[config.mk]
export PLATFORM = sky130hd
export DESIGN_NAME = brc_unit
export DESIGN_NICKNAME = d
export VERILOG_FILES = /design/src/rtl/brc_pkg.sv /design/src/rtl/brc_operand_sel.sv /design/src/rtl/brc_cond_eval.sv /design/src/rtl/brc_target_gen.sv /design/src/rtl/brc_unit.sv
export SDC_FILE = /design/constraint.sdc
export NUM_CORES = 1
export LEC_CHECK = 0
export BUFFER_PORTS_ARGS = -buffer_cell sky130_fd_sc_hd__buf_4
export CAP_MARGIN = 0
export CORE_ASPECT_RATIO = 1.5
export CORE_UTILIZATION = 55
export CTS_BUF_LIST = sky130_fd_sc_hd__clkbuf_2
export DETAILED_ROUTE_END_ITERATION = 7
export PLACE_DENSITY = 0.84
export SYNTH_ARGS = -nofsm -noshare
export SYNTH_HDL_FRONTEND = slang
export SYNTH_SLANG_ARGS = --single-unit
export TNS_END_PERCENT = 30
[constraint.sdc]
create_clock -name clk -period 6.9 [get_ports clk]
set_input_delay 1.035 -clock clk [delete_from_list [all_inputs] [get_ports clk]]
set_output_delay 1.035 -clock clk [all_outputs]
set_load 0.01 [all_outputs]
[src/rtl/brc_pkg.sv]
// Package for the branch evaluator: class encoding, test codes and the two
// compare-constant tables. Assumes a datapath of at least 18 bits.
package brc_pkg;

    localparam int BRC_XLEN = 32;

    typedef enum logic [1:0] {
        CLS_REG   = 2'd0,
        CLS_CONST = 2'd1,
        CLS_ZERO  = 2'd2,
        CLS_SHORT = 2'd3
    } brc_cls_e;

    // Low three bits of the condition code
    localparam logic [2:0] TST_MNONE = 3'd0;
    localparam logic [2:0] TST_EQ    = 3'd1;
    localparam logic [2:0] TST_LT    = 3'd2;
    localparam logic [2:0] TST_LTU   = 3'd3;
    localparam logic [2:0] TST_MALL  = 3'd4;
    localparam logic [2:0] TST_BREG  = 3'd5;
    localparam logic [2:0] TST_BIMA  = 3'd6;
    localparam logic [2:0] TST_BIMB  = 3'd7;

    // Signed table entry as an 18-bit signed value
    function automatic logic signed [17:0] sconst(input logic [3:0] idx);
        logic signed [17:0] v;
        case (idx)
            4'd0:    v = -18'sd1;
            4'd9:    v = 18'sd10;
            4'd10:   v = 18'sd12;
            4'd11:   v = 18'sd16;
            4'd12:   v = 18'sd32;
            4'd13:   v = 18'sd64;
            4'd14:   v = 18'sd128;
            4'd15:   v = 18'sd256;
            default: v = 18'(idx);
        endcase
        return v;
    endfunction

    // Unsigned table entry: two large entries, otherwise the signed table
    function automatic logic signed [17:0] uconst(input logic [3:0] idx);
        logic signed [17:0] v;
        case (idx)
            4'd0:    v = 18'sd32768;
            4'd1:    v = 18'sd65536;
            default: v = sconst(idx);
        endcase
        return v;
    endfunction

endpackage

[src/rtl/brc_operand_sel.sv]
// Chooses the comparand for the first operand: the second register
// operand, an entry of the signed or unsigned constant table, or zero.
// Assumes XLEN >= 18 so table entries fit after sign extension.
module brc_operand_sel
    import brc_pkg::*;
#(
    parameter int XLEN    = BRC_XLEN,
    parameter int TBL_N   = 16,
    localparam int IDX_W  = $clog2(TBL_N)
) (
    input  logic [1:0]      class_i,
    input  logic [2:0]      test_i,
    input  logic [IDX_W-1:0] cidx_i,
    input  logic [XLEN-1:0] opb_i,
    output logic [XLEN-1:0] cmp_b_o
);

    localparam int VAL_W = 18;

    logic [XLEN-1:0] stab [TBL_N];
    logic [XLEN-1:0] utab [TBL_N];

    // Table entries computed per index and sign-extended to the datapath
    for (genvar g = 0; g < TBL_N; g++) begin : g_tbl
        localparam logic signed [VAL_W-1:0] SV = sconst(4'(g));
        localparam logic signed [VAL_W-1:0] UV = uconst(4'(g));
        assign stab[g] = {{(XLEN-VAL_W){SV[VAL_W-1]}}, SV};
        assign utab[g] = {{(XLEN-VAL_W){UV[VAL_W-1]}}, UV};
    end

    // Comparand mux by class; the unsigned ordering test uses the unsigned table
    always_comb begin
        unique case (brc_cls_e'(class_i))
            CLS_REG:   cmp_b_o = opb_i;
            CLS_CONST: cmp_b_o = (test_i == TST_LTU) ? utab[cidx_i] : stab[cidx_i];
            default:   cmp_b_o = '0;
        endcase
    end

endmodule

[src/rtl/brc_cond_eval.sv]
// Evaluates the branch condition for one request. Computes the primitive
// relations once, picks one by test code and class, then applies the
// inversion bit. Assumes XLEN is a power of two for the bit index.
module brc_cond_eval
    import brc_pkg::*;
#(
    parameter int XLEN   = BRC_XLEN,
    localparam int BIT_W = $clog2(XLEN)
) (
    input  logic [1:0]       class_i,
    input  logic [3:0]       cond_i,
    input  logic [BIT_W-2:0] bidx_i,
    input  logic [XLEN-1:0]  opa_i,
    input  logic [XLEN-1:0]  cmp_b_i,
    output logic             taken_o
);

    logic [XLEN-1:0]  anded;
    logic             rel_eq, rel_lt, rel_ltu, rel_none, rel_all;
    logic [BIT_W-1:0] pos_reg, pos_imm;
    logic             bit_clr_reg, bit_clr_imm;
    logic             base, legal;

    // Primitive relations between the operand and its comparand
    always_comb begin
        anded    = opa_i & cmp_b_i;
        rel_eq   = (opa_i == cmp_b_i);
        rel_lt   = ($signed(opa_i) < $signed(cmp_b_i));
        rel_ltu  = (opa_i < cmp_b_i);
        rel_none = (anded == '0);
        rel_all  = (anded == cmp_b_i);
    end

    // Bit-test positions: from the operand or from the instruction fields
    always_comb begin
        pos_reg     = cmp_b_i[BIT_W-1:0];
        pos_imm     = {cond_i[0], bidx_i};
        bit_clr_reg = ~opa_i[pos_reg];
        bit_clr_imm = ~opa_i[pos_imm];
    end

    // Select the relation for the test code and flag codes a class lacks
    always_comb begin
        base  = 1'b0;
        legal = 1'b1;
        unique case (cond_i[2:0])
            TST_MNONE: base = rel_none;
            TST_EQ:    base = rel_eq;
            TST_LT:    base = rel_lt;
            TST_LTU:   base = rel_ltu;
            TST_MALL:  base = rel_all;
            TST_BREG:  base = bit_clr_reg;
            default:   base = bit_clr_imm;
        endcase
        unique case (brc_cls_e'(class_i))
            CLS_REG:   legal = 1'b1;
            CLS_SHORT: begin
                base  = rel_eq;
                legal = 1'b1;
            end
            default:   legal = (cond_i[2:0] == TST_EQ) || (cond_i[2:0] == TST_LT)
                               || (cond_i[2:0] == TST_LTU);
        endcase
    end

    // Apply the sense bit only to legal tests
    always_comb taken_o = legal & (base ^ cond_i[3]);

endmodule

[src/rtl/brc_target_gen.sv]
// Forms the next address: branch address plus four plus the offset, with
// the offset width and signedness picked by class; fall-through otherwise.
module brc_target_gen
    import brc_pkg::*;
#(
    parameter int XLEN    = BRC_XLEN,
    parameter int OFF_W   = 12,
    parameter int NARROW_W = 8,
    parameter int SHORT_W = 6,
    parameter int STEP    = 4
) (
    input  logic [1:0]       class_i,
    input  logic             taken_i,
    input  logic [XLEN-1:0]  pc_i,
    input  logic [XLEN-1:0]  fall_pc_i,
    input  logic [OFF_W-1:0] offset_i,
    output logic [XLEN-1:0]  target_o
);

    logic [XLEN-1:0] off_narrow, off_wide, off_short, off_sel, branch_pc;

    // Extend the three offset forms to the datapath width
    always_comb begin
        off_narrow = {{(XLEN-NARROW_W){offset_i[NARROW_W-1]}}, offset_i[NARROW_W-1:0]};
        off_wide   = {{(XLEN-OFF_W){offset_i[OFF_W-1]}}, offset_i};
        off_short  = {{(XLEN-SHORT_W){1'b0}}, offset_i[SHORT_W-1:0]};
    end

    // Pick the offset form by class
    always_comb begin
        unique case (brc_cls_e'(class_i))
            CLS_ZERO:  off_sel = off_wide;
            CLS_SHORT: off_sel = off_short;
            default:   off_sel = off_narrow;
        endcase
    end

    // Sum the target and choose between it and the fall-through address
    always_comb begin
        branch_pc = pc_i + XLEN'(STEP) + off_sel;
        target_o  = taken_i ? branch_pc : fall_pc_i;
    end

endmodule

[src/rtl/brc_unit.sv]
// Branch condition evaluator top: comparand select, condition test and
// target adder, with one register stage on the result. Assumes the issuing
// stage holds the inputs stable around the sampling edge.
module brc_unit
    import brc_pkg::*;
#(
    parameter int XLEN  = BRC_XLEN,
    parameter int OFF_W = 12
) (
    input  logic             clk,
    input  logic             rst_n,
    input  logic             valid_i,
    input  logic [1:0]       class_i,
    input  logic [3:0]       cond_i,
    input  logic [3:0]       cidx_i,
    input  logic [3:0]       bidx_i,
    input  logic [XLEN-1:0]  pc_i,
    input  logic [XLEN-1:0]  fall_pc_i,
    input  logic [XLEN-1:0]  opa_i,
    input  logic [XLEN-1:0]  opb_i,
    input  logic [OFF_W-1:0] offset_i,
    output logic             res_valid_o,
    output logic             taken_o,
    output logic [XLEN-1:0]  target_o
);

    logic [XLEN-1:0] cmp_b;
    logic            taken_c;
    logic [XLEN-1:0] target_c;

    brc_operand_sel #(.XLEN(XLEN), .TBL_N(16)) u_sel (
        .class_i (class_i),
        .test_i  (cond_i[2:0]),
        .cidx_i  (cidx_i),
        .opb_i   (opb_i),
        .cmp_b_o (cmp_b)
    );

    brc_cond_eval #(.XLEN(XLEN)) u_eval (
        .class_i (class_i),
        .cond_i  (cond_i),
        .bidx_i  (bidx_i),
        .opa_i   (opa_i),
        .cmp_b_i (cmp_b),
        .taken_o (taken_c)
    );

    brc_target_gen #(.XLEN(XLEN), .OFF_W(OFF_W)) u_tgt (
        .class_i   (class_i),
        .taken_i   (taken_c),
        .pc_i      (pc_i),
        .fall_pc_i (fall_pc_i),
        .offset_i  (offset_i),
        .target_o  (target_c)
    );

    // Result register: capture on a request, drop the decision when idle
    always_ff @(posedge clk) begin
        if (!rst_n) begin
            res_valid_o <= 1'b0;
            taken_o     <= 1'b0;
            target_o    <= '0;
        end else begin
            res_valid_o <= valid_i;
            taken_o     <= valid_i & taken_c;
            if (valid_i) begin
                target_o <= target_c;
            end
        end
    end

endmodule

; ---- Word-level counts from Yosys, hierarchy flattened
; Memories as Yosys holds them, arrays and structs flattened.
; Cells that the tools add are included.
[totals]
register_bits = 34
rom_bits = 1024
elab_cells = 50
memories = 2
[mem_list]
columns = name, depth, width, read_ports, rd_ports_with_merged_regs, wr, line
row1 = (no name shown), 16, 32, 1, 0, 0, brc_operand_sel.sv:35  ; CLS_CONST: cmp_b_o = (test_i == TST_LTU) ? utab[cidx_i] : stab[cidx_i];
row2 = (no name shown), 16, 32, 1, 0, 0, brc_operand_sel.sv:35
[op_classes]
add_sub_neg = 2
order_cmp = 5
eq_ne = 10
muxes = 15
n_bitwise = 7
n_reduce_logical = 6
[ops]
columns = operator, count
row1 = 32-bit 2-to-1 mux, 6
row2 = 32-bit one-hot mux with 2 select lines, 2
row3 = 32-bit == test, 2
row4 = 32-bit < comparator, 2
row5 = 32-bit by 3-bit adder with 32-bit output (second input constant), 1
row6 = 32-bit adder, 1
row7 = 32-bit AND, 1
row8 = 32-bit zero test, 1
row9 = 5-bit by 6-bit < comparator with 1-bit output (second input constant), 2
row10 = 1-bit binary-select mux with 5-bit select, 2
row11 = 3-bit by 2-bit == test with 1-bit output (second input constant), 2
row12 = 3-bit == test (second input constant), 2
row13 = 1-bit one-hot mux with 6 select lines, 1
row14 = 5-bit >= comparator (second input constant), 1
row15 = 4-bit inverter with 5-bit output, 1
row16 = 2-bit == test (second input constant), 2
row17 = 1-bit 2-to-1 mux, 4
row18 = 3-bit by 1-bit == test with 1-bit output (second input constant), 1
row19 = 3-bit zero test, 1
row20 = 1-bit AND, 2
row21 = 2-bit by 1-bit == test with 1-bit output (second input constant), 1
row22 = 2-bit zero test, 1
row23 = 1-bit logical OR, 2
row24 = 1-bit inverter, 2
row25 = 2 further kinds, 2

; ---- Depth between registers and ports, before layout
; Gate-level depths: netlist of run 1.
[depth]
ltp_word = 14
depth_mapped = 21
depth_no_buf = 18

; ---- Cells and area by module
; Synthesis of run 1 repeated with hierarchy kept, for this count alone.
[hier_totals]
hier_cells = 828
area_unflattened_um2 = 6979.2
[modules_own_cells]
columns = module, instances, cells_each, area_per_inst_um2
row1 = brc_target_gen, 1, 342, 2643.8
row2 = brc_cond_eval, 1, 287, 2526.2
row3 = brc_unit, 1, 107, 1296.2
row4 = brc_operand_sel, 1, 92, 513.0

; ---- Worst setup path after synthesis of run 1
; No wires, ideal clock.
[synth_path]
kind = input to register
start = in cidx_i[0]
end = reg target_o[31]
setup_time_ps = 70
arrival_time_ps = 5057
t_required_ps = 6830
setup_slack_ps = 1773
stages = 18
cell_sequence = buf_2 > nor3_1 > nand2_1 > nor2_1 > clkbuf_1 > a21oi_1 > inv_1 > ha_1 > and3_1 > and3_1 > a2bb2oi_1 > a31oi_1 > nor4_1 > nor4bb_1 > o31ai_4 > mux2_4 > or4_1 > a21oi_1
[synth_between]
elab_chain_cells = 14
[synth_rtl]
columns = item, line
row1 = start: declaration, brc_unit.sv:15  ; input logic [3:0] cidx_i,
row2 = 4-bit inverter with 5-bit output (implied by the code) *, brc_operand_sel.sv:35
row3 = memory read 16 x 32 bit, --
row4 = 32-bit 2-to-1 mux (implied by the code) (2 in series), brc_operand_sel.sv:35
row5 = 32-bit 2-to-1 mux *, brc_operand_sel.sv:35
row6 = 32-bit one-hot mux with 2 select lines *, brc_operand_sel.sv:33  ; unique case (brc_cls_e'(class_i))
row7 = branches (longest 4 deep; another with 32-bit < comparator), --
row8 = 1-bit 2-to-1 mux *, brc_cond_eval.sv:55  ; unique case (brc_cls_e'(class_i))
row9 = 1-bit XOR *, brc_cond_eval.sv:67  ; always_comb taken_o = legal & (base ^ cond_i[3]);
row10 = 1-bit AND *, brc_cond_eval.sv:67
row11 = 32-bit 2-to-1 mux *, brc_target_gen.sv:41  ; target_o = taken_i ? branch_pc : fall_pc_i;
row12 = end signal: assignment, brc_unit.sv:67  ; target_o <= target_c;
row13 = end: declaration, brc_unit.sv:24  ; output logic [XLEN-1:0] target_o
; Mark *: on every way between the ends. The select of a mux whose other input is x is not followed.
; A chain may end at the register's enable or synchronous reset.

; ---- Final worst setup path of run 1
[layout_path]
start = in class_i[1]
end = reg target_o[12]
[layout_between]
elab_chain_cells = 10
[layout_rtl]
columns = item, line
row1 = start: declaration, brc_unit.sv:13  ; input logic [1:0] class_i,
row2 = branches (longest 9 deep; another with 32-bit < comparator), --
row3 = 32-bit 2-to-1 mux *, brc_target_gen.sv:41
; Marked as above.

==> impl_metrics.py, run 1 <==
metrics = {
    "placement": {
        "io_buffers": 190,
        "gp_congestion": 1.12,
        "post-place-ws_ns": 1.13,
        "hpwlAfterDp_mm": 17.0,
    },
    "timing": {
        "finalMaxSlewViolations": 0,
        "finalSetupViolCount": 0,
        "hold_viol": 0,
        "max_freq_ghz": 0.185,
        "worst_pin_slew_ns": 0.907,
        "fin_crit_sh_pct": 78.5,
        "slew_headroom_pct": 38.3,
        "setup_tns_ns": 0,
        "timing.final.ws_setup_ns": 1.48,
        "fin_worst_skew_ns": 0,
        "rsz0062_at_grt": "no",
        "fin_crit_ns": 5.42,
    },
    "clock_tree": {
        "cts.repair.resized": 0,
        "hold_buffers": 0,
        "cts_buffers": 5,
        "cts-root-buf": "clkbuf_2",
        "postCtsSetupBuffers": 0,
        "clk_pin_slew_worst_paths_ns": 0.18,
        "clock_latency_ns": 0.38,
        "cts_tree": "done",
        "clkSinkCount": 34,
        "htreeDepth": 2,
        "clockBufferDepth": 2,
    },
    "route": {
        "drc": 0,
        "wl_mm": 20.3,
        "wl_per_cell_um": 17.9,
        "vias": 6877,
        "ant_nets": 0,
        "via_per_inst": 6.05,
        "first_iter_violations": 289,
        "dr.pass1.iters": 6,
    },
    "critical_path": {
        "endpoint_kind": "flop",
        "cp.arrival_ns": 5.72,
        "cp_max_fo": 26,
        "worstReg2RegStart": "target_o[31]",
        "critPathKind": "input pin to flop",
        "cp-start-kind": "input pin",
        "reg2reg_to": "target_o[31]",
        "ff2ff_path_depth": 3,
        "rrSetupSlack_ns": 6.05,
        "cp.required_ns": 7.21,
    },
    "synthesis": {
        "synth_top_area_share_pct": 30.9,
        "ys.flop_type": "dfxtp_1",
        "syn_area_mm2": 0.00648,
        "synth.area.top_cells": "ha_1 31%, dfxtp_1 10%, a21oi_1 5.5%, inv_1 4.6%, o21ai_0 4.2%",
        "yosysSeqAreaShare_pct": 10.5,
        "syn_nets": 1134,
        "ys_ff_latch": 34,
        "synthTopCellsByCount": "160 x ha_1, 79 x inv_1, 71 x a21oi_1, 61 x nand2_1, 55 x o21ai_0",
        "yosys_warnings": 0,
        "avgSynthCellArea_um2": 7.95,
        "synth_edf_count": 0,
        "syn_inst": 816,
        "yosysTopAreaCell": "ha_1",
        "async_flop_share_pct": 0,
        "synth_most_common_cell": "ha_1",
        "synth_cell_types": 69,
    },
    "outcome": {
        "status": "finished, final reports clean",
    },
    "die": {
        "dieArea_mm2": 0.0122,
        "rows": 48,
        "dieHeight_um": 135,
        "start_util_pct": 56.5,
        "die_w_um": 90.7,
        "pin_count": 191,
        "core_area_mm2": 0.0115,
    },
    "global_routing": {
        "grt_pass1_wl_mm": 32.4,
        "grt-ovfl-total": 0,
        "antenna_found_initial": 0,
        "grt_pass1_vias": 6875,
        "grt_usage_pct": 33.1,
        "grt_max_degree": 70,
    },
    "final_layout": {
        "drive_gt1_share_pct": 23.0,
        "fin_util_pct": 69.7,
        "syn_to_final_growth_pct": 23.4,
        "multi_input_area_mm2": 0.00534,
        "fin_nets": 1303,
        "seqCellArea_um2": 681,
        "nFillCells": 978,
        "diodes": 0,
    },
    "worst_hold_path": {
        "hold_class": "flop to flop",
        "hold_start": "target_o[6]",
        "min_path_cells": 2,
        "holdPathEnd": "target_o[6]",
    },
    "pwr": {
        "power.leakage_nw": 4.24,
        "p_total_mw": 0.934,
        "peakVddDrop_uv": 69.8,
        "p_per_area_mw_per_mm2": 117,
    },
    "flow_run": {
        "cap_viol_max_count": 0,
    },
}
-- cell families after synthesis --
kind of cell	after synthesis	synth area share, %
AOI/OAI and AO/OA	236	23.6
and+or+nand+nor	222	17.9
adders and majority gates	161	31.2
buffers and inverters	112	7.20
DFF	34	10.5
xor gates and xnor gates	28	3.78
muxes	23	5.75
-- critical path: stages --
cell and delay (ns):
buf_4 0.12, inv_1 0.07, ha_1 0.42, nand2b_1 0.13, nor2_1 0.12, buf_4 0.29, a21oi_1 0.12, inv_1 0.11
ha_1 0.24, and3_1 0.20, and3_1 0.22, a2bb2oi_1 0.17, a31oi_1 0.11, nor4_1 0.48, nor4bb_1 0.57, o31ai_4 0.13
mux2i_4 0.75, nand2_1 0.12, a311oi_1 0.31
-- state kept, by name, indices dropped and copies added (netlist names) --
| name | count |
|---|---|
| target_o | 32 |
| res_valid_o | 1 |
| taken_o | 1 |
-- per-layer routing --
| layer | vias to the layer above | part of all wire [%] | global-route usage [%] | wire length [um] |
|---|---|---|---|---|
| met5 | - | 0 | 0 | 0 |
| met4 | 0 | 6.1 | 21.4 | 1250 |
| met3 | 94 | 5.8 | 3.66 | 1190 |
| met2 | 310 | 52 | 63.5 | 10600 |
| met1 | 3172 | 36 | 33.4 | 7280 |
| li1 | 3301 | - | - | - |
-- layout by cell type, fill, tap and decap left out, types with 4 or more instances in the layout --
master and count:
ha_1 160, xor2_1 8, a221oi_1 4, nand3b_1 4, nand4_1 10, nor4_1 16, mux2i_1 11, o21ai_0 55
a31oi_1 15, o21a_1 6, inv_1 79, o21bai_1 7, xnor2_1 20, dfxtp_1 34, nor2_1 36, nand2b_1 9
nor2b_1 13, buf_4 193, a21o_1 19, nand2_1 61, a211oi_1 7, nand3_1 21, a21oi_1 71, mux4_2 10
and3_1 9, nor3_1 21, o211ai_1 10, a311oi_1 9, clkbuf_2 5
-- through the flow --
stage	instances	hold slack (ns)	instance area [um^2]
after global routing	1136	0.539	8000
after CTS	1136	0.503	8000
after global placement	1128	0.464	7960
final	1136	0.502	8000
after floorplan	816	0.492	6480
after detailed placement	1128	0.479	7960
-- power by group --
part	switching, mW	leakage (nW)	internal [mW]
Clock	0.0708	0.0264	0.0231
Sequential	0.0108	0.282	0.217
Combinational	0.330	3.93	0.282
-- how the worst max path moves through the flow --
stage	start	to	slack, ns
after detailed placement	class_i[1]	target_o[12]	1.13
after global routing	class_i[0]	target_o[21]	1.06
after CTS	class_i[1]	target_o[12]	1.51
after global placement	class_i[1]	target_o[6]	1.33
after floorplan	cidx_i[0]	target_o[31]	1.77
final	class_i[1]	target_o[12]	1.48
-- cell type report --
| cell class | instances | share of cell area [%] |
|---|---|---|
| Sequential cell | 34 | 8.51 |
| Clock buffer | 5 | 0.313 |
| Timing Repair Buffer | 193 | 18.1 |
| Clock inverter | 3 | 0.203 |
| Multi-Input combinational cell | 670 | 66.7 |
| Tap cell | 150 | 2.35 |
| Inverter | 81 | 3.80 |
Power figures use the tool's default switching activity.
==> inputs of run 2 (changes only) <==
--- a/config.mk
+++ b/config.mk
@@ -8,10 +8,10 @@
 export BUFFER_PORTS_ARGS = -buffer_cell sky130_fd_sc_hd__buf_4
 export CAP_MARGIN = 0
 export CORE_ASPECT_RATIO = 1.5
-export CORE_UTILIZATION = 55
+export CORE_UTILIZATION = 50
 export CTS_BUF_LIST = sky130_fd_sc_hd__clkbuf_2
 export DETAILED_ROUTE_END_ITERATION = 7
-export PLACE_DENSITY = 0.84
+export PLACE_DENSITY = 0.81
 export SYNTH_ARGS = -nofsm -noshare
 export SYNTH_HDL_FRONTEND = slang
 export SYNTH_SLANG_ARGS = --single-unit
==> constraint.sdc (replaced) <==
create_clock -name clk -period 4.7 [get_ports clk]
set_input_delay 0.705 -clock clk [delete_from_list [all_inputs] [get_ports clk]]
set_output_delay 0.705 -clock clk [all_outputs]
set_load 0.01 [all_outputs]
==> run 2 against run 1 <==
Via count grew 2.1%. Setup slack lost 1.2 ns. Clock skew is the same. Non-clock buffer count grew 46. Largest power group unchanged.
==> impl_metrics.py, run 2 (synthesized netlist as in run 1, its figures left out) <==
metrics = {
    "outcome": {
        "status": "finished, final reports clean",
    },
    "route": {
        "ant_nets": 0,
        "dr.pass1.iters": 5,
        "wl_per_cell_um": 17.4,
        "wl_mm": 20.7,
        "via_per_inst": 5.91,
        "first_iter_violations": 264,
        "vias": 7019,
        "drc": 0,
    },
    "final_layout": {
        "syn_to_final_growth_pct": 30.6,
        "final_common_cell": "buf_4",
        "fin_util_pct": 67.3,
        "final_cell_mix": "235 x buf_4, 160 x ha_1, 79 x inv_1",
        "final_area_mm2": 0.00847,
        "fin_nets": 1349,
        "top_register": "target_o",
        "largest_reg_flops": 32,
        "drive_gt1_share_pct": 26.7,
        "stdcell_count": 1188,
        "diodes": 0,
        "nFillCells": 1088,
        "largestRegisters": "target_o: 32 flops, res_valid_o: 1 flops, taken_o: 1 flops",
    },
    "pwr": {
        "cellInternalPower_mw": 0.926,
        "peakVddDrop_uv": 180,
        "p_sw_share_pct": 40.4,
        "p_per_area_mw_per_mm2": 184,
        "sequentialPowerShare_pct": 21.5,
        "clock_power_share_pct": 16.3,
        "power_frac_comb_pct": 62.3,
        "p_sw_mw": 0.629,
        "power.leakage_nw": 4.50,
    },
    "placement": {
        "post-place-cells": 1180,
        "placed_cell_area_mm2": 0.00837,
        "hpwlAfterDp_mm": 17.5,
        "io_buffers": 190,
        "post-place-ws_ns": -0.137,
        "gp_congestion": 1.01,
    },
    "die": {
        "rows": 50,
        "start_util_pct": 51.6,
        "die_w_um": 95.0,
        "dieArea_mm2": 0.0134,
        "core_area_mm2": 0.0126,
        "dieHeight_um": 141,
        "pin_count": 191,
    },
    "timing": {
        "timing.final.ws_setup_ns": 0.236,
        "fin_worst_skew_ns": 0,
        "setup_tns_ns": 0,
        "hold_viol": 0,
        "fin_crit_ns": 4.46,
        "slew_headroom_pct": 61.2,
        "finalSetupViolCount": 0,
        "rsz0062_at_grt": "no",
        "max_freq_ghz": 0.224,
        "worst_pin_slew_ns": 0.581,
        "finalMaxSlewViolations": 0,
        "fin_crit_sh_pct": 95.0,
    },
    "global_routing": {
        "grt_max_degree": 70,
        "antenna_found_initial": 0,
        "grt-ovfl-total": 0,
        "grt_pass1_wl_mm": 32.1,
        "grt_pass1_vias": 6866,
        "grt_usage_pct": 30.5,
    },
    "critical_path": {
        "crit_path_max_incr_delay_ns": 0.52,
        "endpoint_kind": "flop",
        "cp.arrival_ns": 4.81,
        "critPathKind": "input pin to flop",
        "cp_cell_sequence": "buf_4 > inv_1 > ha_1 > nand2b_1 > nor2_1 > buf_12 > a21oi_1 > inv_1 > ha_1 > and3_1 > and3_1 > a2bb2oi_1 > a31oi_1 > nor4_1 > buf_4 > nor4bb_2 > o31ai_4 > mux2_4 > or4_1 > a21oi_1",
        "cp_max_fo": 21,
        "cp-start-kind": "input pin",
        "cp_slowest_cell": "or4_1",
        "cp.required_ns": 5.05,
    },
    "flow_run": {
        "cap_viol_max_count": 0,
    },
    "clock_tree": {
        "cts-root-buf": "clkbuf_2",
        "htreeDepth": 2,
        "clockBufferDepth": 2,
        "cts_tree": "done",
        "hold_buffers": 0,
        "clk_pin_slew_worst_paths_ns": 0.20,
        "clkSinkCount": 34,
        "cts_buffers": 5,
        "clock_latency_ns": 0.40,
    },
    "worst_hold_path": {
        "hold_class": "flop to flop",
    },
}
run 2: worst max-delay path, delay by kind of cell:
| kind | cells | cell delay, ns |
|---|---|---|
| multiplexers | 1 | 0.34 |
| adder cells (fa/ha/maj) | 2 | 0.48 |
| buffers and inverters | 5 | 0.63 |
| AO/OA/AOI/OAI | 5 | 0.61 |
| AND/OR/NAND/NOR | 7 | 2.02 |
run 2: final cells by class:
class | instances | area (um^2) | share of cell area [%]
multi-input combinational | 670 | 5350 | 63.2
sequential | 34 | 681 | 8.04
inverter | 81 | 304 | 3.59
timing repair buffer | 239 | 1840 | 21.8
clock inverter | 3 | 68.8 | 0.813
clock buffer | 5 | 25.0 | 0.296
tap | 156 | 195 | 2.31
run 2: power groups by stage:
stage | sequential (mW) | clock, mW | combinational [mW]
detailed placement | 0.341 | 0 | 0.955
floorplan | 0.352 | 0 | 0.564
finish | 0.334 | 0.253 | 0.968
global placement | 0.339 | 0 | 0.939
CTS | 0.334 | 0.255 | 0.961
global route | 0.337 | 0.267 | 1.06
run 2: path summary, 6_finish.rpt:
| path | from | endpoint | slack, ns | cells past startpoint |
|---|---|---|---|---|
| setup / recovery | class_i[1] | target_o[31] | 0.24 | 20 |
| hold / removal | target_o[10] | target_o[10] | 0.48 | 2 |
| setup reg to reg | target_o[31] | target_o[31] | 3.85 | 3 |
| hold reg to reg | target_o[10] | target_o[10] | 0.48 | 2 |
run 2: per-stage QoR:
step | total power, mW | hold slack [ns]
final | 1.56 | 0.483
after detailed placement | 1.30 | 0.462
after CTS | 1.55 | 0.486
after global routing | 1.67 | 0.502
after global placement | 1.28 | 0.461
after floorplan | 0.916 | 0.492
run 2: what timing repair did:
| action | CTS | global route |
|---|---|---|
| hold endpoints to repair | 0 | 0 |
| setup endpoints to repair | 0 | 2 |
| buffers inserted | 0 | 0 |
| gates resized for setup | 0 | 1 |
run 2: routing by layer:
metal | GRT usage (%) | routed length, um | up-vias
li1 | - | - | 3406
met1 | 29.4 | 7010 | 3225
met2 | 58.9 | 11100 | 305
met3 | 2.63 | 1110 | 83
met4 | 21.4 | 1540 | 0
met5 | 0 | 0 | -
